==> src/rtl/vic_pkg.sv <==
package vic_pkg;

  localparam int VEC_W    = 11;
  localparam int GID_W    = 6;
  localparam int FLAG_VEC = 8;
  localparam int FLAG_B1  = 9;
  localparam int FLAG_B2  = 10;

  typedef logic [VEC_W-1:0] vec_word_t;
  typedef logic [GID_W-1:0] gid_t;

  // word for a vectored slot winner
  function automatic vec_word_t vw_vectored(input gid_t gid);
    vec_word_t w;
    w = '0;
    w[FLAG_VEC] = 1'b1;
    w[GID_W-1:0] = gid;
    return w;
  endfunction

  // word for a plain (non-vectored) winner; second_bank selects the flag
  function automatic vec_word_t vw_plain(input logic second_bank, input gid_t gid);
    vec_word_t w;
    w = '0;
    if (second_bank) w[FLAG_B2] = 1'b1;
    else             w[FLAG_B1] = 1'b1;
    w[GID_W-1:0] = gid;
    return w;
  endfunction

endpackage

==> src/rtl/vic_bank.sv <==
module vic_bank #(
  parameter int SRC_N  = 32,
  parameter int SLOT_N = 16,
  localparam int IDX_W  = $clog2(SRC_N),
  localparam int SLOT_W = $clog2(SLOT_N),
  localparam int ENT_W  = IDX_W + 1
) (
  input  logic              clk,
  input  logic              rst,
  input  logic [SRC_N-1:0]  raw,
  input  logic              en_we,
  input  logic [SRC_N-1:0]  en_wdata,
  input  logic              slot_we,
  input  logic [SLOT_W-1:0] slot_wsel,
  input  logic [ENT_W-1:0]  slot_wdata,
  input  logic [SLOT_W-1:0] slot_rsel,
  output logic [SRC_N-1:0]  en_q,
  output logic [ENT_W-1:0]  slot_rdata,
  output logic [SRC_N-1:0]  pending,
  output logic              vec_hit,
  output logic [IDX_W-1:0]  vec_src,
  output logic              dflt_hit,
  output logic [IDX_W-1:0]  dflt_src
);

  logic [ENT_W-1:0] slot_q [SLOT_N];

  always_ff @(posedge clk) begin
    if (rst) begin
      en_q <= '0;
      for (int s = 0; s < SLOT_N; s++) slot_q[s] <= '0;
    end else begin
      if (en_we)   en_q <= en_wdata;
      if (slot_we) slot_q[slot_wsel] <= slot_wdata;
    end
  end

  assign slot_rdata = slot_q[slot_rsel];
  assign pending    = raw & en_q;

  // slot scan: walk downward so the lowest live slot is left standing
  always_comb begin
    vec_hit = 1'b0;
    vec_src = '0;
    for (int s = SLOT_N - 1; s >= 0; s--) begin
      if (slot_q[s][IDX_W] && pending[slot_q[s][IDX_W-1:0]]) begin
        vec_hit = 1'b1;
        vec_src = slot_q[s][IDX_W-1:0];
      end
    end
  end

  // plain scan: lowest pending source
  always_comb begin
    dflt_hit = 1'b0;
    dflt_src = '0;
    for (int i = SRC_N - 1; i >= 0; i--) begin
      if (pending[i]) begin
        dflt_hit = 1'b1;
        dflt_src = IDX_W'(i);
      end
    end
  end


  vec_src_pending_chk: assert property (@(posedge clk) disable iff (rst)
    vec_hit |-> pending[vec_src]);


  dflt_lowest_chk: assert property (@(posedge clk) disable iff (rst)
    dflt_hit |-> (pending[dflt_src] &&
                  ((pending & ~({SRC_N{1'b1}} << dflt_src)) == '0)));


  dflt_none_chk: assert property (@(posedge clk) disable iff (rst)
    (pending == '0) |-> (!dflt_hit && !vec_hit));

endmodule

==> src/rtl/vic_merge.sv <==
module vic_merge
  import vic_pkg::*;
#(
  parameter int SRC_N = 32,
  localparam int IDX_W = $clog2(SRC_N)
) (
  input  logic             vec_hit  [2],
  input  logic [IDX_W-1:0] vec_src  [2],
  input  logic             dflt_hit [2],
  input  logic [IDX_W-1:0] dflt_src [2],
  output vec_word_t        word
);

  function automatic gid_t to_gid(input logic second_bank, input logic [IDX_W-1:0] src);
    return GID_W'(second_bank ? SRC_N + int'(src) : int'(src));
  endfunction

  always_comb begin
    if (vec_hit[0])       word = vw_vectored(to_gid(1'b0, vec_src[0]));
    else if (vec_hit[1])  word = vw_vectored(to_gid(1'b1, vec_src[1]));
    else if (dflt_hit[0]) word = vw_plain(1'b0, to_gid(1'b0, dflt_src[0]));
    else if (dflt_hit[1]) word = vw_plain(1'b1, to_gid(1'b1, dflt_src[1]));
    else                  word = '0;
  end

endmodule

==> src/rtl/dual_bank_vic.sv <==
module dual_bank_vic
  import vic_pkg::*;
#(
  parameter int SRC_N  = 32,
  parameter int SLOT_N = 16,
  localparam int IDX_W  = $clog2(SRC_N),
  localparam int SLOT_W = $clog2(SLOT_N),
  localparam int ENT_W  = IDX_W + 1,
  localparam int ADDR_W = SLOT_W + 2
) (
  input  logic              clk,
  input  logic              rst,
  input  logic [SRC_N-1:0]  raw_b1,
  input  logic [SRC_N-1:0]  raw_b2,
  input  logic              wr_en,
  input  logic [ADDR_W-1:0] addr,
  input  logic [SRC_N-1:0]  wdata,
  output logic [SRC_N-1:0]  rdata,
  output logic              irq,
  output logic [VEC_W-1:0]  vec_word
);

  logic [SRC_N-1:0] raw_a   [2];
  logic [SRC_N-1:0] en_a    [2];
  logic [SRC_N-1:0] pend_a  [2];
  logic [ENT_W-1:0] slot_rd [2];
  logic             vec_hit [2];
  logic [IDX_W-1:0] vec_src [2];
  logic             dflt_hit[2];
  logic [IDX_W-1:0] dflt_src[2];

  logic       slot_region;
  logic       any_pending;
  vec_word_t  win_word;
  vec_word_t  vec_q;
  logic       irq_q;
  logic [SRC_N-1:0] rd_next;
  logic [SRC_N-1:0] rdata_q;
  logic unused_wdata;

  assign raw_a[0]     = raw_b1;
  assign raw_a[1]     = raw_b2;
  assign slot_region  = addr[ADDR_W-1];
  assign unused_wdata = &{1'b0, wdata[SRC_N-1:ENT_W]};

  for (genvar b = 0; b < 2; b++) begin : g_bank
    vic_bank #(.SRC_N(SRC_N), .SLOT_N(SLOT_N)) u_bank (
      .clk        (clk),
      .rst        (rst),
      .raw        (raw_a[b]),
      .en_we      (wr_en && !slot_region && (addr[1:0] == 2'(b))),
      .en_wdata   (wdata),
      .slot_we    (wr_en && slot_region && (addr[SLOT_W] == 1'(b))),
      .slot_wsel  (addr[SLOT_W-1:0]),
      .slot_wdata (wdata[ENT_W-1:0]),
      .slot_rsel  (addr[SLOT_W-1:0]),
      .en_q       (en_a[b]),
      .slot_rdata (slot_rd[b]),
      .pending    (pend_a[b]),
      .vec_hit    (vec_hit[b]),
      .vec_src    (vec_src[b]),
      .dflt_hit   (dflt_hit[b]),
      .dflt_src   (dflt_src[b])
    );
  end

  vic_merge #(.SRC_N(SRC_N)) u_merge (
    .vec_hit  (vec_hit),
    .vec_src  (vec_src),
    .dflt_hit (dflt_hit),
    .dflt_src (dflt_src),
    .word     (win_word)
  );

  assign any_pending = (|pend_a[0]) || (|pend_a[1]);

  always_comb begin
    rd_next = '0;
    if (slot_region) begin
      rd_next[ENT_W-1:0] = slot_rd[addr[SLOT_W]];
    end else begin
      case (addr[1:0])
        2'd0:    rd_next = en_a[0];
        2'd1:    rd_next = en_a[1];
        default: rd_next[VEC_W-1:0] = vec_q;
      endcase
    end
  end

  always_ff @(posedge clk) begin
    if (rst) begin
      vec_q   <= '0;
      irq_q   <= 1'b0;
      rdata_q <= '0;
    end else begin
      vec_q   <= win_word;
      irq_q   <= any_pending;
      rdata_q <= rd_next;
    end
  end

  assign vec_word = vec_q;
  assign irq      = irq_q;
  assign rdata    = rdata_q;


  reset_quiet_chk: assert property (@(posedge clk)
    rst |=> (vec_q == '0 && !irq_q && rdata_q == '0));


  irq_matches_word_chk: assert property (@(posedge clk) disable iff (rst)
    irq_q == (vec_q != '0));


  word_one_flag_chk: assert property (@(posedge clk) disable iff (rst)
    $onehot0(vec_q[FLAG_B2:FLAG_VEC]));


  vectored_flag_chk: assert property (@(posedge clk) disable iff (rst)
    (vec_hit[0] || vec_hit[1]) |=> vec_q[FLAG_VEC]);


  bank2_vec_id_chk: assert property (@(posedge clk) disable iff (rst)
    (vec_hit[1] && !vec_hit[0]) |=> (vec_q[FLAG_VEC] && vec_q[IDX_W]));


  bank2_plain_chk: assert property (@(posedge clk) disable iff (rst)
    (!vec_hit[0] && !vec_hit[1] && !dflt_hit[0] && dflt_hit[1]) |=> vec_q[FLAG_B2]);

endmodule

==> config.mk <==
export PLATFORM = sky130hd
export DESIGN_NAME = dual_bank_vic
export DESIGN_NICKNAME = d
export VERILOG_FILES = /design/src/rtl/vic_pkg.sv /design/src/rtl/vic_bank.sv /design/src/rtl/vic_merge.sv /design/src/rtl/dual_bank_vic.sv
export SDC_FILE = /design/constraint.sdc
export NUM_CORES = 1
export LEC_CHECK = 0
export CORE_ASPECT_RATIO = 1.5
export CORE_UTILIZATION = 50
export DETAILED_ROUTE_END_ITERATION = 10
export GPL_TIMING_DRIVEN = 0
export PLACE_DENSITY = 0.75
export SLEW_MARGIN = 20
export SYNTH_ARGS = -nofsm -noshare
export SYNTH_HDL_FRONTEND = slang
export SYNTH_SLANG_ARGS = --single-unit
==> constraint.sdc <==
create_clock -name clk -period 3.5 [get_ports clk]
set_clock_uncertainty 0.15 [all_clocks]
set_input_delay 0.525 -clock clk [delete_from_list [all_inputs] [get_ports clk]]
set_output_delay 0.525 -clock clk [all_outputs]
set_load 0.01 [all_outputs]
==> results of run 1 <==
## kinds of logic after synthesis
logic type / after synthesis / synth area share
and+or+nand+nor: 1070 / 0.219
other: 1 / 0.000148
DFF: 298 / 0.312
muxes: 358 / 0.280
buffers and inverters: 321 / 0.0492
AOI/OAI and AO/OA: 519 / 0.140
## metal layers
metal	overflow	global-route usage
met3	7	0.500
met4	111	0.654
met2	109	0.870
met1	1	0.708
met5	0	0.189
## timing repair
item / CTS
gates resized for setup: 465
pin swaps: 28
endpoints found under the setup margin: 249
endpoints found under the hold margin: 0
buffers inserted: 109
gates cloned: 0
## metrics by stage
step	setup TNS (ns)	hold slack, ns
after CTS	-1.57	0.336
after global placement	-298.87	0.320
after floorplan	-0.111	0.299
after detailed placement	-340.88	0.329
==> qor_table.md, run 1 <==
| Result | Reported |
|:---|:---|
| First Error | [ERROR GRT-0116] Global routing finished with congestion. Check the congestion regions in the DRC Viewer. |
| Std-Cell Rows | 100 |
| I/O Pins | 149 |
| Number of instances in the synthesized netlist | 2567 |
| # H-tree levels | 1 |
| Max Root-Sink Buffers | 3 |
| Starting density of the core | 0.508 |
| Total of warnings raised by yosys | 0 |
| Clock Tree Root | sky130_fd_sc_hd__clkbuf_16 |
| Average cell area after synthesis | 9.85 µm² |
| First-pass GRT wire length | 252 mm |
| Cell variety after synth | 85 |
| Global routing usage summed across all routing layers | 0.689 |
| Weighted congestion reported at the end of routability-driven placement | 1.21 |
| Dominant cell by count in the synthesized netlist | sky130_fd_sc_hd__nand2_1 |
| Sink count of the clock tree | 298 |
| Netlist area before placement | 25300 µm² |
| Status | aborted with a tool error |
| Largest net degree at the start of global routing | 20 |
| Number of synthesized flops with an enable pin | 192 |
| Sequential area share after synthesis | 0.312 |
| Flops & latches, synth | 298 |
| Area after DPL | 27600 µm² |
| Total of hold buffers inserted after clock tree synthesis | 0 |
| Post-synthesis cell type with the largest combined area | sky130_fd_sc_hd__mux4_2 |
| Flip-flop cell with the highest count after synthesis | sky130_fd_sc_hd__edfxtp_1 |
| Number of buffers added on ports | 141 |
| Most numerous cell types in the synthesized netlist | sky130_fd_sc_hd__nand2_1, sky130_fd_sc_hd__mux4_2, sky130_fd_sc_hd__and2_1, sky130_fd_sc_hd__clkbuf_1, sky130_fd_sc_hd__edfxtp_1 |
| Residual overflow from global routing | 228 |
| Async S/R FF share, synth | 0 |
| Worst setup slack before clock tree synthesis | -2.59 ns |
| Final HPWL DP | 108 mm |
| Total placed cells including tap cells | 3372 |
| Number of global-route vias before repair | 30.3k |
| Stopped at | global routing |
| Die span in y | 277 µm |
| Yosys top cell area share | 0.243 |
| Die Span X | 186 µm |
| Cts bufs inserted | 29 |
| Cells taking the most area after synthesis | sky130_fd_sc_hd__mux4_2, sky130_fd_sc_hd__edfxtp_1, sky130_fd_sc_hd__dfxtp_1 |
==> inputs of run 2 (changes only) <==
CORE_ASPECT_RATIO = not set   (was 1.5)
CORE_UTILIZATION = 35   (was 50)
PLACE_DENSITY = not set   (was 0.75)
PLACE_DENSITY_LB_ADDON = 0.15   (was not set)
clock period = 4.55 ns   (was 3.5 ns; I/O delays follow)
==> run 2 against run 1 <==
Against the previous run:
- synthesized cell count unchanged
- the flow now finishes, with violations (negative setup slack)
- synthesized area did not move
==> qor_table.md, run 2 <==
| Result | Reported | Delta |
|:---|:---|:---|
| Netlist area before placement | 25300 µm² | unchanged |
| Cells taking the most area after synthesis | sky130_fd_sc_hd__mux4_2, sky130_fd_sc_hd__edfxtp_1, sky130_fd_sc_hd__dfxtp_1 |  |
| Cell variety after synth | 85 | unchanged |
| Max FFs per register | 192 |  |
| WHS Endpoint | g_bank[0].u_bank.en_q[25] |  |
| Via/cell ratio | 6.88 |  |
| Worst-case hold slack | 0.376 ns |  |
| Number of buffers added on ports | 141 | unchanged |
| Final routed DRC violation total | 0 |  |
| Number of iterations in the first detailed-routing pass | 6 |  |
| Switch Pwr | 0.00262 W |  |
| Transition time at the pin with the least slew margin | 1.15 ns |  |
| Flops & latches, synth | 298 | unchanged |
| Residual overflow from global routing | 0 |  |
| Async S/R FF share, synth | 0 | unchanged |
| Most flops, register | g_bank.u_bank.slot_q |  |
| Most common library cell in the layout ignoring fill and taps | sky130_fd_sc_hd__nand2_1 |  |
| Number of global-route vias before repair | 23.8k |  |
| Total negative setup slack | -0.300 ns |  |
| Final wirelength | 147 mm |  |
| Worst setup slack before clock tree synthesis | -1.70 ns | +0.887 ns |
| Hold path start | g_bank[0].u_bank.en_q[25] |  |
| Number of max-cap violations | 0 |  |
| Total of hold buffers inserted after clock tree synthesis | 0 | unchanged |
| Failing checks | negative setup slack |  |
| Max Root-Sink Buffers | 3 | unchanged |
| Internal power of the cells | 0.00533 W |  |
| Initial antenna violation count | 15 |  |
| Worst voltage drop across the vdd grid | 0.285 mV |  |
| Cell depth of the worst hold path | 2 |  |
| Sink count of the clock tree | 298 | unchanged |
| Area of the core | 71500 µm² |  |
| # H-tree levels | 2 | +1 |
| Die span in y | 271 µm | -2.4% |
| Core Util, Final | 0.414 |  |
| Switching portion of total power | 0.329 |  |
| Cts bufs inserted | 37 | +28% |
| Worst r2r path cells | 11 |  |
| I/O Pins | 149 | unchanged |
| Capture point of the worst reg-to-reg path | vec_word[0] |  |
| Initial DRC count | 3727 |  |
| Hold Violations, Final | 0 |  |
| Total of warnings raised by yosys | 0 | unchanged |
| CP Max Fanout | 10 |  |
| Share of power burned in registers | 0.400 |  |
| Ratio of total power to cell area | 268 nW/µm² |  |
| Share of the clock period used by the worst path after layout | 1.03 |  |
| Final-stage net count | 2845 |  |
| Weighted congestion reported at the end of routability-driven placement | 1.03 | -15% |
| Register clock-pin slew on the reported worst setup and hold paths | 0.06 ns |  |
| Critical path endpoint category | flop |  |
| First-pass GRT wire length | 200 mm |  |
| Dominant cell by count in the synthesized netlist | sky130_fd_sc_hd__nand2_1 |  |
| Startpoint Class | input port |  |
| Full die area | 73300 µm² |  |
| RR Startpoint | g_bank[1].u_bank.en_q[9] |  |
| Status | finished, violations left |  |
| Post-synthesis cell type with the largest combined area | sky130_fd_sc_hd__mux4_2 |  |
| Most numerous cell types in the synthesized netlist | sky130_fd_sc_hd__nand2_1, sky130_fd_sc_hd__mux4_2, sky130_fd_sc_hd__and2_1, sky130_fd_sc_hd__clkbuf_1, sky130_fd_sc_hd__edfxtp_1 |  |
| Number of instances in the synthesized netlist | 2567 | unchanged |
| Flip-flop cell with the highest count after synthesis | sky130_fd_sc_hd__edfxtp_1 |  |
| Sequential area share after synthesis | 0.312 | unchanged |
| Number of synthesized flops with an enable pin | 192 | unchanged |
| Die Span X | 271 µm | +46% |
| Global routing usage summed across all routing layers | 0.393 |  |
| Final setup viols | 5 |  |
| Arrival time reported for the critical path endpoint | 4.98 ns |  |
| Starting density of the core | 0.354 | -0.154 |
| Vias | 25.6k |  |
| Leakage power | 9.88 nW |  |
| Insertion delay of the later-clocked pin in the worst-skew pair | 0.60 ns |  |
| Post-DRT Antenna Nets | 0 |  |
| Fmax achieved | 213 MHz |  |
| Relative area change from synthesis to final layout | 17.1% |  |
| Yosys top cell area share | 0.243 | unchanged |
| Worst EP required | 4.84 ns |  |
| Average cell area after synthesis | 9.85 µm² | unchanged |
| Comb pwr share | 0.230 |  |
| Register-to-register setup slack | -0.13 ns |  |
| Average routed wire per standard cell | 39.4 µm |  |
| Std-Cell Rows | 98 | -2.0% |
| Number of max-slew violations in the final report | 0 |  |
| Tightest Hold Check Type | reg -> reg |  |
| Final HPWL DP | 114 mm | +5.1% |
| Final WS setup | -0.139 ns |  |
| Worst slew margin | 0.230 |  |
| Startpoint-to-endpoint class of the critical path | in -> reg |  |
| TritonCTS clock tree | built |  |
| Clock Tree Root | sky130_fd_sc_hd__clkbuf_16 |  |
| Clk pwr share | 0.370 |  |
| Most frequent cells in the layout | sky130_fd_sc_hd__nand2_1, sky130_fd_sc_hd__mux4_2, sky130_fd_sc_hd__and2_1 |  |
| RSZ-0062 raised after global routing | true |  |
| Largest net degree at the start of global routing | 14 |  |
| Fraction of final layout cells with drive strength greater than 1 | 0.201 |  |
| Fin crit period | 4.69 ns |  |
run 2: cell families after synthesis:
logic type	after synthesis	synth area share
and+or+nand+nor	1070	0.219
other	1	0.000148
buffers and inverters	321	0.0492
muxes	358	0.280
AOI/OAI and AO/OA	519	0.140
DFF	298	0.312
run 2: power groups by stage:
stage / Sequential [W] / Clock, W / Combinational (W)
after floorplan: 0.00313 / 0 / 0.000961
after global placement: 0.00322 / 0 / 0.00170
after detailed placement: 0.00322 / 0 / 0.00171
after CTS: 0.00316 / 0.00297 / 0.00176
after global routing: 0.00318 / 0.00306 / 0.00188
final: 0.00318 / 0.00294 / 0.00183
run 2: worst max-delay path by stage:
stage | start | to | slack (ns) | cells after the start
4_1_cts | raw_b2[23] | vec_word[0] | -0.01 | 13
3_3_place_gp | raw_b2[30] | vec_word[0] | -1.74 | 13
2_1_floorplan | raw_b2[24] | vec_word[0] | 0.60 | 12
5_1_grt | raw_b1[12] | vec_word[0] | -0.08 | 13
6_report | raw_b2[23] | vec_word[0] | -0.14 | 13
3_5_place_dp | raw_b2[17] | vec_word[0] | -1.70 | 13
run 2: what timing repair did:
action / in CTS / in global routing
gates resized for setup: 119 / 73
gates cloned: 0 / 0
pin swaps: 1 / 4
buffers inserted: 5 / 3
setup endpoints to repair: 45 / 14
run 2: stage by stage:
step | total power [W] | area (µm²) | instances
6_report | 0.00795 | 29600 | 3727
5_1_grt | 0.00812 | 29600 | 3718
3_5_place_dp | 0.00492 | 27900 | 3659
3_3_place_gp | 0.00492 | 27900 | 3659
4_1_cts | 0.00789 | 29400 | 3723
2_1_floorplan | 0.00409 | 25300 | 2568
run 2: final cells by class:
cell class              instances  area [µm²]
flip-flops and latches        298        7890
inverters                      57         214
repair buffers                149        1470
plain buffers                 248        1070
diodes                          9        22.5
clock inverters                24         211
well taps                     950        1190
multi-input cells            1949       16600
fillers                      7057       41900
clock buffers                  43         968
run 2: worst max-delay path, stage by stage:
cell and delay, ns:
sky130_fd_sc_hd__clkdlybuf4s50_1 0.70, sky130_fd_sc_hd__nand2_1 0.24, sky130_fd_sc_hd__clkbuf_8 0.29, sky130_fd_sc_hd__a221oi_1 0.35, sky130_fd_sc_hd__a2111oi_2 0.10, sky130_fd_sc_hd__nor4_2 0.61, sky130_fd_sc_hd__a31oi_2 0.17, sky130_fd_sc_hd__nor2_1 0.13
sky130_fd_sc_hd__mux2i_1 0.11, sky130_fd_sc_hd__a2111oi_1 0.68, sky130_fd_sc_hd__o2111ai_1 0.20, sky130_fd_sc_hd__and4b_1 0.28, sky130_fd_sc_hd__a2111oi_4 0.42
run 2: routing by layer:
layer	up-vias	GRT usage	wire length, µm
met1	13200	0.548	61100
met4	10	0.144	6440
met2	1906	0.563	60800
met5	-	0.00855	176
met3	311	0.129	18500
li1	10200	-	-
Note: power is estimated with default switching activity, not from simulation.
